File: src/rtl/uwire_rom_reader.sv
module uwire_rom_reader #(
  parameter int CLK_HZ   = 100_000_000,
  parameter int HALF_NS  = 10_000,
  parameter int MAC_BASE = 10
) (
  input  logic        clk,
  input  logic        rst_n,
  input  logic        rd_req,
  input  logic [7:0]  rd_index,
  output logic [15:0] rd_data,
  output logic        rd_valid,
  output logic        busy,
  input  logic        mac_req,
  output logic [47:0] mac_addr,
  output logic        mac_valid,
  output logic        mac_bad,
  output logic        wide8,
  output logic        width_known,
  output logic        ee_cs,
  output logic        ee_sk,
  output logic        ee_di,
  input  logic        ee_do
);

  localparam longint NS_PER_S = 1_000_000_000;
  localparam longint DIV_RAW  = (longint'(CLK_HZ) * longint'(HALF_NS) + NS_PER_S - 1) / NS_PER_S;
  localparam int     DIV      = (DIV_RAW < 3) ? 3 : int'(DIV_RAW);
  localparam int     CW       = $clog2(DIV);
  localparam logic [CW-1:0] CNT_LAST = CW'(DIV - 1);
  localparam logic [2:0]  RD_OP     = 3'b110;
  localparam logic [17:0] BLANK_SUM = 18'h2FFFD;
  localparam logic [4:0]  PROBE_BIT = 5'd8;

  typedef enum logic [2:0] {ST_IDLE, ST_LOAD, ST_RUN, ST_TAIL, ST_GAP} state_t;

  state_t      st;
  logic [CW-1:0] cnt;
  logic        phase, cs_r, probe, probe_bit, known, wide, op_mac;
  logic [4:0]  bitn, nbits;
  logic [10:0] cmd;
  logic [15:0] rx, w0, w1;
  logic [7:0]  idx;
  logic [1:0]  mac_cnt;
  logic        do_m, do_s;

  wire         cnt_done   = (cnt == CNT_LAST);
  wire [4:0]   data_start = nbits - 5'd16;
  wire [17:0]  sum_w      = 18'(w0) + 18'(w1) + 18'(rx);
  wire         sum_bad    = (sum_w == 18'd0) || (sum_w == BLANK_SUM);

  assign busy        = (st != ST_IDLE);
  assign ee_cs       = cs_r;
  assign ee_sk       = (st == ST_RUN) && phase;
  assign ee_di       = (st == ST_RUN) && (bitn < data_start) && cmd[10];
  assign wide8       = wide;
  assign width_known = known;

  always_ff @(posedge clk) begin
    if (!rst_n) begin
      st <= ST_IDLE; cnt <= '0; phase <= 1'b0; cs_r <= 1'b0;
      probe <= 1'b0; probe_bit <= 1'b0; known <= 1'b0; wide <= 1'b0;
      op_mac <= 1'b0; bitn <= '0; nbits <= '0; cmd <= '0; rx <= '0;
      w0 <= '0; w1 <= '0; idx <= '0; mac_cnt <= '0;
      do_m <= 1'b1; do_s <= 1'b1;
      rd_data <= '0; rd_valid <= 1'b0;
      mac_addr <= '0; mac_valid <= 1'b0; mac_bad <= 1'b0;
    end else begin
      rd_valid  <= 1'b0;
      mac_valid <= 1'b0;
      do_m      <= ee_do;
      do_s      <= do_m;
      case (st)
        ST_IDLE: begin
          cnt <= '0;
          if (rd_req) begin
            op_mac <= 1'b0;
            idx    <= rd_index;
            st     <= ST_LOAD;
          end else if (mac_req) begin
            op_mac  <= 1'b1;
            idx     <= 8'(MAC_BASE);
            mac_cnt <= 2'd0;
            st      <= ST_LOAD;
          end
        end
        ST_LOAD: begin
          probe <= !known;
          if (!known)     cmd <= {RD_OP, 8'hFF};
          else if (wide)  cmd <= {RD_OP, idx};
          else            cmd <= {RD_OP, idx[5:0], 2'b00};
          nbits <= (!known || wide) ? 5'd27 : 5'd25;
          cs_r  <= 1'b1;
          phase <= 1'b0;
          cnt   <= '0;
          bitn  <= '0;
          st    <= ST_RUN;
        end
        ST_RUN: begin
          if (!cnt_done) begin
            cnt <= cnt + 1'b1;
          end else begin
            cnt <= '0;
            if (!phase) begin
              phase <= 1'b1;
            end else begin
              phase <= 1'b0;
              cmd   <= {cmd[9:0], 1'b0};
              if (bitn >= data_start) rx <= {rx[14:0], do_s};
              if (probe && bitn == PROBE_BIT) probe_bit <= do_s;
              if (bitn == nbits - 5'd1) st <= ST_TAIL;
              else bitn <= bitn + 5'd1;
            end
          end
        end
        ST_TAIL: begin
          if (!cnt_done) cnt <= cnt + 1'b1;
          else begin
            cnt  <= '0;
            cs_r <= 1'b0;
            st   <= ST_GAP;
          end
        end
        ST_GAP: begin
          if (!cnt_done) cnt <= cnt + 1'b1;
          else begin
            cnt <= '0;
            if (probe) begin
              known <= 1'b1;
              wide  <= probe_bit;
              st    <= ST_LOAD;
            end else if (!op_mac) begin
              rd_data  <= rx;
              rd_valid <= 1'b1;
              st       <= ST_IDLE;
            end else if (mac_cnt == 2'd2) begin
              mac_bad   <= sum_bad;
              mac_addr  <= sum_bad ? 48'd0 :
                           {w0[7:0], w0[15:8], w1[7:0], w1[15:8], rx[7:0], rx[15:8]};
              mac_valid <= 1'b1;
              st        <= ST_IDLE;
            end else begin
              if (mac_cnt == 2'd0) w0 <= rx;
              else                 w1 <= rx;
              mac_cnt <= mac_cnt + 2'd1;
              idx     <= idx + 8'd1;
              st      <= ST_LOAD;
            end
          end
        end
        default: st <= ST_IDLE;
      endcase
    end
  end

  AST_SK_INSIDE_CS: assert property (@(posedge clk) disable iff (!rst_n) ee_sk |-> ee_cs);
  AST_CS_MEANS_BUSY: assert property (@(posedge clk) disable iff (!rst_n) ee_cs |-> busy);
  AST_SK_HIGH_HOLD: assert property (@(posedge clk) disable iff (!rst_n) $rose(ee_sk) |=> ee_sk);
  AST_SK_LOW_HOLD: assert property (@(posedge clk) disable iff (!rst_n) ($fell(ee_sk) && ee_cs) |=> !ee_sk);
  AST_WIDTH_STICKY: assert property (@(posedge clk) disable iff (!rst_n) width_known |=> width_known && $stable(wide8));
  AST_RD_PULSE: assert property (@(posedge clk) disable iff (!rst_n) rd_valid |=> !rd_valid);
  AST_BAD_IS_ZERO: assert property (@(posedge clk) disable iff (!rst_n) (mac_valid && mac_bad) |-> mac_addr == 48'd0);
  AST_ONE_RESULT: assert property (@(posedge clk) disable iff (!rst_n) !(rd_valid && mac_valid));

endmodule

File: config.mk
export PLATFORM = sky130hd
export DESIGN_NAME = uwire_rom_reader
export DESIGN_NICKNAME = d
export VERILOG_FILES = /design/src/rtl/uwire_rom_reader.sv
export SDC_FILE = /design/constraint.sdc
export NUM_CORES = 1
export LEC_CHECK = 0
export BUFFER_PORTS_ARGS = -buffer_cell sky130_fd_sc_hd__buf_4
export CORE_MARGIN = 8
export CORE_UTILIZATION = 53
export CTS_CLUSTER_SIZE = 10
export DETAILED_ROUTE_END_ITERATION = 12
export PLACE_DENSITY = 0.76
export SYNTH_ARGS = -nofsm -noshare
export SYNTH_HDL_FRONTEND = slang
export SYNTH_SLANG_ARGS = --single-unit
File: constraint.sdc
create_clock -name clk -period 3.25 [get_ports clk]
set_input_delay 0.1625 -clock clk [delete_from_list [all_inputs] [get_ports clk]]
set_output_delay 0.1625 -clock clk [all_outputs]
set_load 0.005 [all_outputs]
After elaboration in Yosys (flattened, before gate mapping) --
Cells that the tools add are included.
Operators by class: add/sub/neg operators 8, multipliers 0, div/mod/pow operators 0, $lt $le $gt $ge 2, equality and inequality tests 21, shift operators 0, muxes and demuxes 47, bitwise operators 7, reduce and logical (&&, ||, !) cells 35
Operator list (number):
- $mux W8 | 8
- $mux W48 | 1
- $reduce_and A6 Y1 | 4
- $mux W11 | 2
- $pmux W11 S2 | 1
- $mux W3 | 7
- $ne A2 B2 Y1 const B | 10
- $pmux W10 S2 | 1
- $add A17 B16 Y18 | 1
- $eq A18 B18 Y1 const B | 1
- $logic_not A18 Y1 | 1
- $add A16 B16 Y17 | 1
- $pmux W8 S2 | 1
- $reduce_and A4 Y1 | 4
- $mux W5 | 3
- $pmux W3 S5 | 1
- $mux W2 | 7
- $add A10 B1 Y10 const B | 1
- $eq A10 B10 Y1 const B | 1
- $mux W1 | 10
- $mux W10 | 1
- $pmux W5 S2 | 1
- $reduce_bool A2 Y1 | 5
- $add A8 B1 Y8 const B | 1
- 31 further kinds | 46
Storage, ports and cells: flip-flop bits (word level) 168, latch bits 0, memory bits (writable) 0, memory bits (read-only) 0, input port bits 13, output and inout port bits 73, memories 0

Longest topological paths before layout --
word-level depth 6, gate-level depth with buffers 14, depth with buffers taken out 12

Worst setup path before layout --
Ideal clock, no wire load.
path kind register to register, start register rx[13], end register mac_addr[37], setup time 0.132 ns, arrival time 3.427 ns, required time 3.118 ns, setup slack -0.309 ns, cell stages (with the launch flop) 13, path buffers 2, period minus slack after synthesis 3.559 ns, path through dfxtp_1 > fa_1 > ha_1 > a21o_1 > or3_1 > o32a_1 > or3_1 > a2111oi_0 > nand4_1 > o22ai_2 > buf_6 > buf_6 > nor3_1
Between the ends: cells in the longest elaborated chain, start to end 4
Ends and longest elaborated chain:
- from (decl) | RTL line 41 | logic [15:0] rx, w0, w1;
- from (signal assigned) | RTL line 108 | if (bitn >= data_start) rx <= {rx[14:0], do_s};
- $add A17 B16 Y18 (*) | RTL line 48 | wire [17:0] sum_w = 18'(w0) + 18'(w1) + 18'(rx);
- $eq A18 B18 Y1 / $logic_not A18 Y1 (equally long branches) | RTL line 49 | wire sum_bad = (sum_w == 18'd0) || (sum_w == BLANK_SUM);
- $logic_or A1 B1 Y1 (*) | RTL line 49
- $mux W48 (*) | RTL line 137 | mac_addr <= sum_bad ? 48'd0 :
- to (signal assigned) | RTL line 137
- to (decl) | RTL line 14 | output logic [47:0] mac_addr,
Mark *: on every way between the ends. The rest lies on a longest branch, timed or not. A chain may end at the register's enable or synchronous reset.

Worst setup path after layout --
start register w1[13], end register mac_addr[38]
Between the ends: cells in the longest elaborated chain, start to end 5
Ends and longest elaborated chain:
- from (decl) | RTL line 41
- from (signal assigned) | RTL line 143 | else w1 <= rx;
- $add A16 B16 Y17 (*) | RTL line 48
- $add A17 B16 Y18 (*) | RTL line 48
- $eq A18 B18 Y1 / $logic_not A18 Y1 (equally long branches) | RTL line 49
- $logic_or A1 B1 Y1 (*) | RTL line 49
- $mux W48 (*) | RTL line 137
Marks and branches as above.

==> flow_metrics.py <==
metrics = {
    "routing": {
        "wl_per_cell_um": 16.19,
        "ant_nets": 0,
        "vias": 6975,
        "drt_first_pass_iters": 5,
        "drc": 0,
        "drtIter0Drc": 560,
        "via_per_inst": 5.602,
        "totalWireLength_um": 20160,
    },
    "global_routing": {
        "grt_usage": 0.2111,
        "grt_start_max_net_pins": 62,
        "grt_antenna_before_repair": 0,
        "grt_pass1_wl_um": 33860,
        "overflow": 0,
        "grt_pass1_vias": 6814,
    },
    "placed_design": {
        "dpl_worst_slack_ps": -257.3,
        "place_area_mm2": 0.009594,
        "io_buffers": 85,
        "gp_congestion": 0.8814,
        "post-dp-hpwl_um": 14170,
    },
    "sta": {
        "setup-violations-final": 49,
        "finalClockSkew_ps": 8.431,
        "finalCriticalPeriod_ps": 3515,
        "slew_viol_final": 0,
        "rsz0062_at_grt": "yes",
        "fin_ws_ps": -264.5,
        "post-route-period-util": 1.081,
        "final-hold-violation-count": 0,
        "tightestPinTransition_ps": 1200,
        "fmax_ghz": 0.2845,
        "hold_ws_ps": 16.83,
        "maxSlewHeadroom": 0.1943,
    },
    "worst_setup_path": {
        "cp.arrival_ps": 3810,
        "crit_path_start_kind": "flip-flop",
        "cp_max_fo": 18,
        "crit_chain": "fa_1 -> ha_4 -> a21o_1 -> or3_1 -> o32a_1 -> or3_4 -> a2111oi_4 -> nand4_1 -> o22ai_4 -> buf_4 -> buf_12 -> nor3_1",
        "critPathKind": "flip-flop to flip-flop",
        "critPathBufInv": 2,
        "crit_required_ps": 3540,
        "crit_slowest_cell": "fa_1",
        "end_kind": "flip-flop",
        "max_stage_delay_ps": 580,
        "critPathTopFamily": "compound AO/OA/AOI/OAI gates",
    },
    "cells_and_area": {
        "syn_to_final_growth_pct": 27.19,
        "diodes": 0,
        "final_area_mm2": 0.01029,
        "fillers": 1152,
        "nNetsFinal": 1101,
        "register_area_mm2": 0.003307,
        "multi_input_area_mm2": 0.004594,
        "drive_above_1_share": 0.2337,
    },
    "power_and_ir_drop": {
        "leakage_nw": 4.325,
        "irDropWorstVdd_mv": 0.3656,
        "power_density_mw_per_mm2": 446.0,
    },
    "yosys": {
        "yosys.area.top_type": "dfxtp_1",
        "synth_edf_count": 0,
        "synth_top_family_by_area": "simple AND/OR/NAND/NOR gates",
        "ys_async_sr_fraction": 0,
        "synth_flop_cell": "dfxtp_1",
        "synth_mux_area_frac": 0.1326,
        "synth_simple_gate_area_share": 0.1968,
        "synth_cells": 888,
        "syn-num-nets": 945,
        "synth_adder_area_share": 0.08384,
        "netlist.area_leader.share": 0.4084,
        "ys_seq_area_frac": 0.4084,
        "synthTopCellsByCount": "dfxtp_1, nor2_1, mux2i_1, nand2_1, a21oi_1",
        "synth.cell_area_mm2": 0.008089,
        "synth.area.top_cells": "dfxtp_1, mux2i_1, nor2_1",
        "synth.distinct_cells": 57,
        "synth_most_common_cell": "dfxtp_1",
        "synth-xor-area-share": 0.02599,
        "synth-compound-area-share": 0.1152,
        "synth_area_per_cell_um2": 9.109,
        "ys_warn_count": 0,
        "ys_ff_latch": 165,
    },
    "clock_tree": {
        "h-tree-depth": 4,
        "clock_latency_ps": 430,
        "clock_sinks": 165,
        "cts_tree": "built",
        "clk_path_buf_depth": 2,
        "numCtsBuffers": 17,
        "clk_pin_slew_worst_paths_ps": 70,
        "cts-root-buf": "clkbuf_16",
    },
    "outcome": {
        "violations": "setup timing",
        "status": "complete, but fails checks",
    },
    "floorplanning": {
        "ios": 86,
        "row_count": 45,
        "start_util": 0.5381,
        "dieArea_mm2": 0.01947,
        "coreArea_mm2": 0.01503,
        "die_w_um": 139.5,
        "die_y_um": 139.5,
    },
    "job": {
        "cap_violations": 0,
    },
    "min_path": {
        "hold_path_class": "input pin to flip-flop",
    },
}
## cell usage in the layout, fill, tap and decap left out, types with 11 or more instances in the layout
cell,Yosys,routed
buf_4,0,185
dfxtp_1,165,162
nor2_1,118,117
mux2i_1,106,106
nand2_1,66,66
a21oi_1,65,61
nor3_1,31,30
nor3b_1,30,30
ha_1,27,26
o21ai_0,25,24
inv_1,22,21
xor2_1,19,18
fa_1,17,17
clkbuf_16,0,17
nand3_1,14,14
nand4_1,11,11
## per-layer routing
layer,GRT usage,up-vias,routed length [um]
met4,0.07714,0,401
met5,0,-,0
met1,0.2886,3308,9731
li1,-,3440,-
met3,0.05130,31,1180
met2,0.3169,196,8847
## worst min-delay path, stage by stage
cell and delay [ps]:
buf_4 110, nand3_1 70, a21oi_1 60
## report_power, final
group | leakage (nW) | internal [mW] | switching (mW)
clock | 0.295 | 1.17 | 0.889
sequential | 1.33 | 2.08 | 0.0578
combinational | 2.70 | 0.148 | 0.236
total | 4.33 | 3.41 | 1.18
## final cells by class
cell class / count / share of cell area
flip-flops and latches: 165 / 0.3214
well taps: 188 / 0.02286
multi-input cells: 649 / 0.4466
inverters: 22 / 0.008148
clock inverters: 14 / 0.01581
clock buffers: 18 / 0.04269
repair buffers: 189 / 0.1425
## sequential cells by signal, summed over array words and instances (netlist names), 2 cells and up
signal    cells
mac_addr     48
rd_data      16
rx           16
w0           16
w1           16
cmd          11
cnt          10
idx           8
bitn          5
st            3
mac_cnt       2
nbits         2
## through the flow
stage | total power, mW | util | setup TNS, ps | std cells
after floorplan | 2.457 | - | -1880 | 888
after global placement | 2.551 | 0.6382 | -8324 | 1207
after detailed placement | 2.562 | 0.6382 | -10770 | 1207
after CTS | 4.616 | 0.6822 | -11860 | 1244
after global routing | 4.779 | 0.6844 | -18310 | 1245
final | 4.589 | 0.6844 | -12090 | 1245
## path summary, 6_finish.rpt
check        cells after the start  slack (ps)   startpoint           end
max reg2reg                     12        -260       w1[13]  mac_addr[38]
min                              3          20  rd_index[5]        idx[5]
min reg2reg                      2         440       cmd[9]        cmd[9]
max                             12        -260       w1[13]  mac_addr[38]
## kinds of logic after synthesis
| logic type | after synthesis |
|---|---|
| AOI/OAI and AO/OA | 148 |
| adders and majority gates | 44 |
| buffers and inverters | 74 |
| and+or+nand+nor | 326 |
| muxes | 107 |
| DFF | 165 |
| xor gates and xnor gates | 24 |
## what timing repair did
item	in CTS	in global routing
pin swaps	0	2
hold buffers	1	0
setup buffers	3	2
gates cloned	1	0
gates resized for setup	1	8
endpoints found under the setup margin	49	49
hold endpoints to repair	1	0
Note: power is estimated with default switching activity, not from simulation.
